## src/rtl/rbv_pkg.sv

```systemverilog
package rbv_pkg;
  typedef struct packed {
    logic valid;
    logic rd;
    logic dty;
    logic pre;
  } line_st_t;
endpackage

```

## src/rtl/rbv_order.sv

```systemverilog
module rbv_order #(
  parameter int NCPU  = 4,
  localparam int CPU_W = (NCPU > 1) ? $clog2(NCPU) : 1
) (
  input  logic [CPU_W-1:0] self_i,
  input  logic [CPU_W-1:0] head_i,
  input  logic [CPU_W-1:0] src_i,
  output logic             earlier_o,
  output logic             same_o,
  output logic             spec_o
);
  localparam int PW = CPU_W + 1;

  function automatic logic [PW-1:0] ring_pos(input logic [CPU_W-1:0] id,
                                             input logic [CPU_W-1:0] hd);
    logic [PW-1:0] a, h;
    a = {1'b0, id};
    h = {1'b0, hd};
    return (a >= h) ? (a - h) : (a + PW'(NCPU) - h);
  endfunction

  logic [PW-1:0] pos_self, pos_src;

  always_comb begin
    pos_self  = ring_pos(self_i, head_i);
    pos_src   = ring_pos(src_i, head_i);
    same_o    = (src_i == self_i);
    earlier_o = !same_o && (pos_src < pos_self);
    spec_o    = (self_i != head_i);
  end
endmodule

```

## src/rtl/rbv_line.sv

```systemverilog
module rbv_line
  import rbv_pkg::*;
#(
  parameter int TAG_W = 4
) (
  input  logic             clk_i,
  input  logic             rst_ni,
  input  logic             spec_i,
  input  logic             ld_sel_i,
  input  logic [TAG_W-1:0] ld_tag_i,
  input  logic             st_sel_i,
  input  logic [TAG_W-1:0] st_tag_i,
  input  logic             bw_sel_i,
  input  logic [TAG_W-1:0] bw_tag_i,
  input  logic             bw_earlier_i,
  input  logic             commit_i,
  input  logic             squash_i,
  input  logic             start_i,
  output line_st_t         st_o,
  output logic             bw_inv_o,
  output logic             bw_pre_o,
  output logic             bw_raw_o
);
  line_st_t         st_q, st_d;
  logic [TAG_W-1:0] tag_q, tag_d;
  logic             ctl, bw_hit, ld_hit, st_hit;

  always_comb begin
    ctl      = commit_i | squash_i | start_i;
    bw_hit   = bw_sel_i && st_q.valid && (tag_q == bw_tag_i);
    ld_hit   = st_q.valid && (tag_q == ld_tag_i);
    st_hit   = st_q.valid && (tag_q == st_tag_i);
    bw_inv_o = bw_hit && bw_earlier_i;
    bw_pre_o = bw_hit && !bw_earlier_i;
    bw_raw_o = bw_inv_o && st_q.rd;
  end

  always_comb begin
    st_d  = st_q;
    tag_d = tag_q;
    if (ctl) begin
      if (commit_i || squash_i) begin
        st_d.rd  = 1'b0;
        st_d.dty = 1'b0;
        if (squash_i && st_q.dty) st_d.valid = 1'b0;
      end
      if (start_i) begin
        if (st_q.pre) st_d.valid = 1'b0;
        st_d.pre = 1'b0;
      end
    end else if (bw_inv_o) begin
      st_d = '0;
    end else begin
      if (bw_pre_o) st_d.pre = 1'b1;
      if (ld_sel_i) begin
        if (ld_hit) begin
          st_d.rd = st_q.rd | spec_i;
        end else begin
          st_d  = '{valid: 1'b1, rd: spec_i, dty: 1'b0, pre: 1'b0};
          tag_d = ld_tag_i;
        end
      end
      if (st_sel_i && st_hit && spec_i) st_d.dty = 1'b1;
    end
  end

  always_ff @(posedge clk_i or negedge rst_ni) begin
    if (!rst_ni) begin
      st_q  <= '0;
      tag_q <= '0;
    end else begin
      st_q  <= st_d;
      tag_q <= tag_d;
    end
  end

  assign st_o = st_q;

  a_r10_commit_clears: assert property (@(posedge clk_i) disable iff (!rst_ni)
    (commit_i || squash_i) |=> (!st_q.rd && !st_q.dty));
  a_r11_squash_drops_dirty: assert property (@(posedge clk_i) disable iff (!rst_ni)
    (squash_i && st_q.dty) |=> !st_q.valid);
  a_r12_start_drops_pre: assert property (@(posedge clk_i) disable iff (!rst_ni)
    (start_i && st_q.pre) |=> (!st_q.valid && !st_q.pre));
  a_r4_earlier_invalidates: assert property (@(posedge clk_i) disable iff (!rst_ni)
    (bw_inv_o && !ctl) |=> !st_q.valid);
  a_r6_later_keeps_valid: assert property (@(posedge clk_i) disable iff (!rst_ni)
    (bw_pre_o && !ctl && !ld_sel_i) |=> (st_q.valid && st_q.pre));
endmodule

```

## src/rtl/rbv_flag.sv

```systemverilog
module rbv_flag (
  input  logic clk_i,
  input  logic rst_ni,
  input  logic set_i,
  input  logic ack_i,
  output logic flag_o
);
  logic flag_q;

  always_ff @(posedge clk_i or negedge rst_ni) begin
    if (!rst_ni)     flag_q <= 1'b0;
    else if (set_i)  flag_q <= 1'b1;
    else if (ack_i)  flag_q <= 1'b0;
  end

  assign flag_o = flag_q;

  a_r9_sticky: assert property (@(posedge clk_i) disable iff (!rst_ni)
    (flag_q && !ack_i) |=> flag_q);
  a_r9_ack_clears: assert property (@(posedge clk_i) disable iff (!rst_ni)
    (ack_i && !set_i) |=> !flag_q);
  a_r9_set_wins: assert property (@(posedge clk_i) disable iff (!rst_ni)
    set_i |=> flag_q);
endmodule

```

## src/rtl/rbv_detect.sv

```systemverilog
module rbv_detect
  import rbv_pkg::*;
#(
  parameter int NCPU  = 4,
  parameter int LINES = 8,
  parameter int TAG_W = 4,
  localparam int CPU_W  = (NCPU > 1) ? $clog2(NCPU) : 1,
  localparam int IDX_W  = (LINES > 1) ? $clog2(LINES) : 1,
  localparam int ADDR_W = TAG_W + IDX_W
) (
  input  logic              clk_i,
  input  logic              rst_ni,
  input  logic [CPU_W-1:0]  cpu_id_i,
  input  logic [CPU_W-1:0]  head_i,
  input  logic              ld_v_i,
  input  logic [ADDR_W-1:0] ld_addr_i,
  input  logic              st_v_i,
  input  logic [ADDR_W-1:0] st_addr_i,
  input  logic              bw_v_i,
  input  logic [CPU_W-1:0]  bw_src_i,
  input  logic [ADDR_W-1:0] bw_addr_i,
  input  logic              commit_i,
  input  logic              squash_i,
  input  logic              start_i,
  input  logic              viol_ack_i,
  output logic              viol_o,
  output logic              inv_o,
  output logic              preinv_o,
  output logic [IDX_W-1:0]  act_idx_o,
  output logic [LINES-1:0]  valid_o,
  output logic [LINES-1:0]  read_o,
  output logic [LINES-1:0]  dirty_o,
  output logic [LINES-1:0]  pre_o
);
  logic earlier, same, spec, ctl, bw_act;
  logic [LINES-1:0] l_inv, l_pre, l_raw;
  logic any_inv, any_pre, any_raw;
  logic [IDX_W-1:0] ld_idx, st_idx, bw_idx;

  assign ld_idx = ld_addr_i[IDX_W-1:0];
  assign st_idx = st_addr_i[IDX_W-1:0];
  assign bw_idx = bw_addr_i[IDX_W-1:0];
  assign ctl    = commit_i | squash_i | start_i;

  rbv_order #(.NCPU(NCPU)) u_order (
    .self_i    (cpu_id_i),
    .head_i    (head_i),
    .src_i     (bw_src_i),
    .earlier_o (earlier),
    .same_o    (same),
    .spec_o    (spec)
  );

  assign bw_act = bw_v_i && !same;

  for (genvar g = 0; g < LINES; g++) begin : g_line
    line_st_t st;
    rbv_line #(.TAG_W(TAG_W)) u_line (
      .clk_i        (clk_i),
      .rst_ni       (rst_ni),
      .spec_i       (spec),
      .ld_sel_i     (ld_v_i && (ld_idx == IDX_W'(g))),
      .ld_tag_i     (ld_addr_i[ADDR_W-1:IDX_W]),
      .st_sel_i     (st_v_i && (st_idx == IDX_W'(g))),
      .st_tag_i     (st_addr_i[ADDR_W-1:IDX_W]),
      .bw_sel_i     (bw_act && (bw_idx == IDX_W'(g))),
      .bw_tag_i     (bw_addr_i[ADDR_W-1:IDX_W]),
      .bw_earlier_i (earlier),
      .commit_i     (commit_i),
      .squash_i     (squash_i),
      .start_i      (start_i),
      .st_o         (st),
      .bw_inv_o     (l_inv[g]),
      .bw_pre_o     (l_pre[g]),
      .bw_raw_o     (l_raw[g])
    );
    assign valid_o[g] = st.valid;
    assign read_o[g]  = st.rd;
    assign dirty_o[g] = st.dty;
    assign pre_o[g]   = st.pre;
  end

  assign any_inv = |l_inv && !ctl;
  assign any_pre = |l_pre && !ctl;
  assign any_raw = |l_raw && !ctl;

  rbv_flag u_flag (
    .clk_i  (clk_i),
    .rst_ni (rst_ni),
    .set_i  (any_raw),
    .ack_i  (viol_ack_i),
    .flag_o (viol_o)
  );

  always_ff @(posedge clk_i or negedge rst_ni) begin
    if (!rst_ni) begin
      inv_o     <= 1'b0;
      preinv_o  <= 1'b0;
      act_idx_o <= '0;
    end else begin
      inv_o    <= any_inv;
      preinv_o <= any_pre;
      if (any_inv || any_pre) act_idx_o <= bw_idx;
    end
  end

  a_r6_later_no_viol: assert property (@(posedge clk_i) disable iff (!rst_ni)
    (bw_v_i && !earlier && !viol_o) |=> !viol_o);
  a_r7_own_write_silent: assert property (@(posedge clk_i) disable iff (!rst_ni)
    (bw_v_i && same) |=> (!inv_o && !preinv_o));
  a_r13_ctl_blocks_actions: assert property (@(posedge clk_i) disable iff (!rst_ni)
    ctl |=> (!inv_o && !preinv_o));
  a_r4_action_exclusive: assert property (@(posedge clk_i) disable iff (!rst_ni)
    !(inv_o && preinv_o));
endmodule

```

## config.mk

```make
export PLATFORM = sky130hd
export DESIGN_NAME = rbv_detect
export DESIGN_NICKNAME = d
export VERILOG_FILES = /design/src/rtl/rbv_pkg.sv /design/src/rtl/rbv_order.sv /design/src/rtl/rbv_line.sv /design/src/rtl/rbv_flag.sv /design/src/rtl/rbv_detect.sv
export SDC_FILE = /design/constraint.sdc
export NUM_CORES = 1
export LEC_CHECK = 0
export BUFFER_PORTS_ARGS = -buffer_cell sky130_fd_sc_hd__buf_4
export CORE_MARGIN = 2
export CORE_UTILIZATION = 50
export CTS_CLUSTER_DIAMETER = 100
export DETAILED_ROUTE_END_ITERATION = 6
export GPL_TIMING_DRIVEN = 0
export PLACE_DENSITY_LB_ADDON = 0.05
export SLEW_MARGIN = 25
export SYNTH_ARGS = -nofsm -noshare
export SYNTH_HDL_FRONTEND = slang
export SYNTH_SLANG_ARGS = --single-unit
```

## constraint.sdc

```tcl
create_clock -name clk_i -period 1.95 [get_ports clk_i]
set_input_delay 0.2925 -clock clk_i [delete_from_list [all_inputs] [get_ports clk_i]]
set_output_delay 0.2925 -clock clk_i [all_outputs]
set_load 0.05 [all_outputs]
```

==> impl_metrics.yaml <==
setup_path:
  cp.required_ns: 2.20
  worstSetupPathType: "in -> reg"
  crit_arrival_ns: 2.81
  crit_fanout: 5
  end_kind: "flip-flop"
  start_kind: "input port"
  r2r_slack_ns: -0.25
detailed_routing:
  postRouteAntennaNets: 0
  vias: 4335
  drt_iter0_markers: 261
  avgRoutedWirePerCell_um: 21.9
  viasPerCell: 6.11
  totalWireLength_um: 15500
  drcViolationCount: 0
  dr.pass1.iters: 7
sta:
  period_share_pct: 131
  hold_viol: 0
  skew_ns: 0.0108
  rsz0062_at_grt: "true"
  drv_slew: 0
  max_freq_mhz: 390
  setup_ws_ns: -0.613
  post-route-min-period_ns: 2.56
  max_slew.worst_pin.slew_ns: 0.995
  maxSlewHeadroom_pct: 33.2
  setup_violations: 70
clocking:
  cts.path.max_buffers: 2
  clk_pin_slew_ns: 0.08
  cts_sinks: 70
  numCtsBuffers: 9
  tritoncts: "done"
  clockRootBuffer: "clkbuf_8"
  clk_latency_ns: 0.36
  htreeDepth: 3
die:
  die_w_um: 101
  coreArea_um2: 9240
  ioPinCount: 74
  start_util_pct: 51.4
  rows: 35
  die-area_um2: 10300
  die_y_um: 101
logic_synthesis:
  synth.cell_area_um2: 4750
  synth_cells: 472
  ys_top_cells_by_count: "70 x dfrtp_1, 63 x xor2_1, 37 x xnor2_1"
  synth_largest_area_cell: "dfrtp_1"
  avgSynthCellArea_um2: 10.1
  yosys_warnings: 0
  yosysTopAreaCellShare_pct: 36.9
  synth_seq_area_share_pct: 36.9
  ys_ff_latch: 70
  ys.flop_type: "dfrtp_1"
  synthArstFlopShare_pct: 100
  synth_area_leaders: "dfrtp_1 37%, xor2_1 12%, mux2_2 7.4%"
  syn_nets: 516
  synth_edf_count: 0
  synth_most_common_cell: "dfrtp_1"
  synth.distinct_cells: 62
placed_design:
  hpwlAfterDp_um: 10800
  place_inst: 662
  place_congestion: 0.942
  io_buffers: 61
layout:
  final_cell_count_no_fill: 709
  antennaDiodeCount: 0
  drive_gt1_share_pct: 41.2
  nNetsFinal: 619
  synthToLayoutAreaGrowth_pct: 34.9
global_routing:
  grt_max_degree: 71
  antenna_found_initial: 0
  grt_pass1_vias: 4192
  track_usage_pct: 30.2
  grt_overflow: 0
  grt_pass1_wl_um: 23300
power_and_ir_drop:
  leakage_nw: 2.84
  p_comb_share_pct: 31.8
  peakVddDrop_mv: 0.447
  clkPwrFrac_pct: 27.1
  p_seq_share_pct: 41.1
  switching_power_w: 0.00149
  p_int_w: 0.00273
  power_w: 0.00423
  powerDensity_nw_per_um2: 660
  swShare_pct: 35.3
status:
  status: "finished with violations"
  violations: "setup timing"
worst_hold_path:
  hold_path.class: "in -> reg"
job:
  max-cap-violations: 0
[metal layers]
metal	part of all wire [%]	up-vias	global-route usage, %
met4	2.4	0	10.7
met3	7.6	35	4.62
met1	41	2137	40.8
li1	-	1907	-
met2	49	256	49.7
met5	0	-	0
[metrics by stage]
stage	utilization, %	TNS [ns]	setup slack (ns)	instance area, µm²	hold slack (ns)
after floorplan	-	-31.64	-0.795	4850	-0.00309
after global placement	59.2	-61.20	-1.15	5470	0.474
after detailed placement	59.2	-62.69	-1.17	5470	0.480
after CTS	65.2	-26.44	-0.542	6030	0.102
after global routing	69.3	-33.94	-0.649	6410	0.114
final	69.3	-30.06	-0.613	6410	0.111
[placed cells by master (no fill, tap or decap), types with 4 or more instances in the layout]
| master | n |
|---|---|
| nor2b_1 | 8 |
| and3_1 | 6 |
| o21ai_0 | 6 |
| nand2_2 | 5 |
| xor2_1 | 62 |
| a21oi_2 | 4 |
| clkbuf_8 | 11 |
| nor3_1 | 12 |
| inv_1 | 11 |
| nor2_1 | 5 |
| mux2_2 | 8 |
| nand2_1 | 18 |
| a21o_1 | 8 |
| buf_4 | 85 |
| o2bb2ai_1 | 8 |
| nor2_4 | 6 |
| a221o_1 | 5 |
| nor3_2 | 6 |
| dfrtp_2 | 6 |
| dfrtp_1 | 64 |
| xnor2_1 | 36 |
| buf_2 | 5 |
| a311o_1 | 6 |
| nand3_1 | 8 |
| buf_6 | 13 |
| o211ai_1 | 4 |
| o21ai_4 | 5 |
| mux2_4 | 27 |
| nor4_1 | 5 |
| a22oi_1 | 4 |
| nand4_1 | 19 |
| clkbuf_1 | 8 |
[sequential cells by signal, summed over array words and instances (netlist names)]
name and count:
u_flag.flag_o 1, preinv_o 1, inv_o 1, g_line.u_line.tag_q 32, g_line.u_line.st_o 32, act_idx_o 3
[path summary, 6_finish.rpt]
path / start / endpoint / cells past startpoint
min in group asynchronous: rst_ni / g_line[5].u_line.st_o[3]$_DFFE_PN0P_ / 2
hold / removal: viol_ack_i / u_flag.flag_o$_DFFE_PN0P_ / 2
setup / recovery: cpu_id_i[0] / g_line[5].u_line.tag_q[2]$_DFFE_PN0P_ / 14
max in group asynchronous: rst_ni / g_line[7].u_line.st_o[3]$_DFFE_PN0P_ / 2
hold reg to reg: g_line[4].u_line.st_o[0]$_DFFE_PN0P_ / g_line[4].u_line.st_o[0]$_DFFE_PN0P_ / 1
setup reg to reg: g_line[4].u_line.tag_q[1]$_DFFE_PN0P_ / g_line[4].u_line.tag_q[1]$_DFFE_PN0P_ / 6
[final cells by class]
cell class / count / area [µm²]
clock buffer: 12 / 155
multi-input combinational: 363 / 3320
sequential: 70 / 1760
buffer: 24 / 150
fill: 702 / 2830
tap: 129 / 161
clock inverter: 4 / 30.0
inverter: 14 / 65.1
timing repair buffer: 93 / 763
[what timing repair did]
item                       CTS  global route
pin swaps                   25            41
hold buffers                 0             1
cloned                       1             0
hold endpoints to repair     0            13
gates resized for setup     57            65
setup endpoints to repair   70            70
buffers inserted            17            15
[critical path, cell delays in order]
cell	delay, ns
buf_12	0.11
inv_12	0.04
ha_4	0.11
inv_2	0.03
fa_2	0.33
or2_4	0.26
ha_4	0.23
a21oi_4	0.15
o21ai_4	0.09
or2_4	0.25
buf_8	0.14
or2_4	0.25
and3_4	0.22
mux2_4	0.30
[kinds of logic (layout without fill, tap and decap cells)]
group	count (synthesis)	count (layout)	synth area share (%)
simple gates	134	134	15.7
xor+xnor	100	100	18.4
compound gates	86	86	14.0
flops	70	70	36.9
buf+inv	39	147	4.01
mux	35	35	8.62
fa+ha+maj	8	8	2.42
[power groups by stage]
stage	Sequential (W)	Combinational [W]	Clock, W
6_report	0.00174	0.00135	0.00115
4_1_cts	0.00173	0.00117	0.00116
3_3_place_gp	0.00175	0.000975	0
3_5_place_dp	0.00176	0.00100	0
2_1_floorplan	0.00178	0.000647	0
5_1_grt	0.00175	0.00143	0.00123
Note: power is estimated with default switching activity, not from simulation.
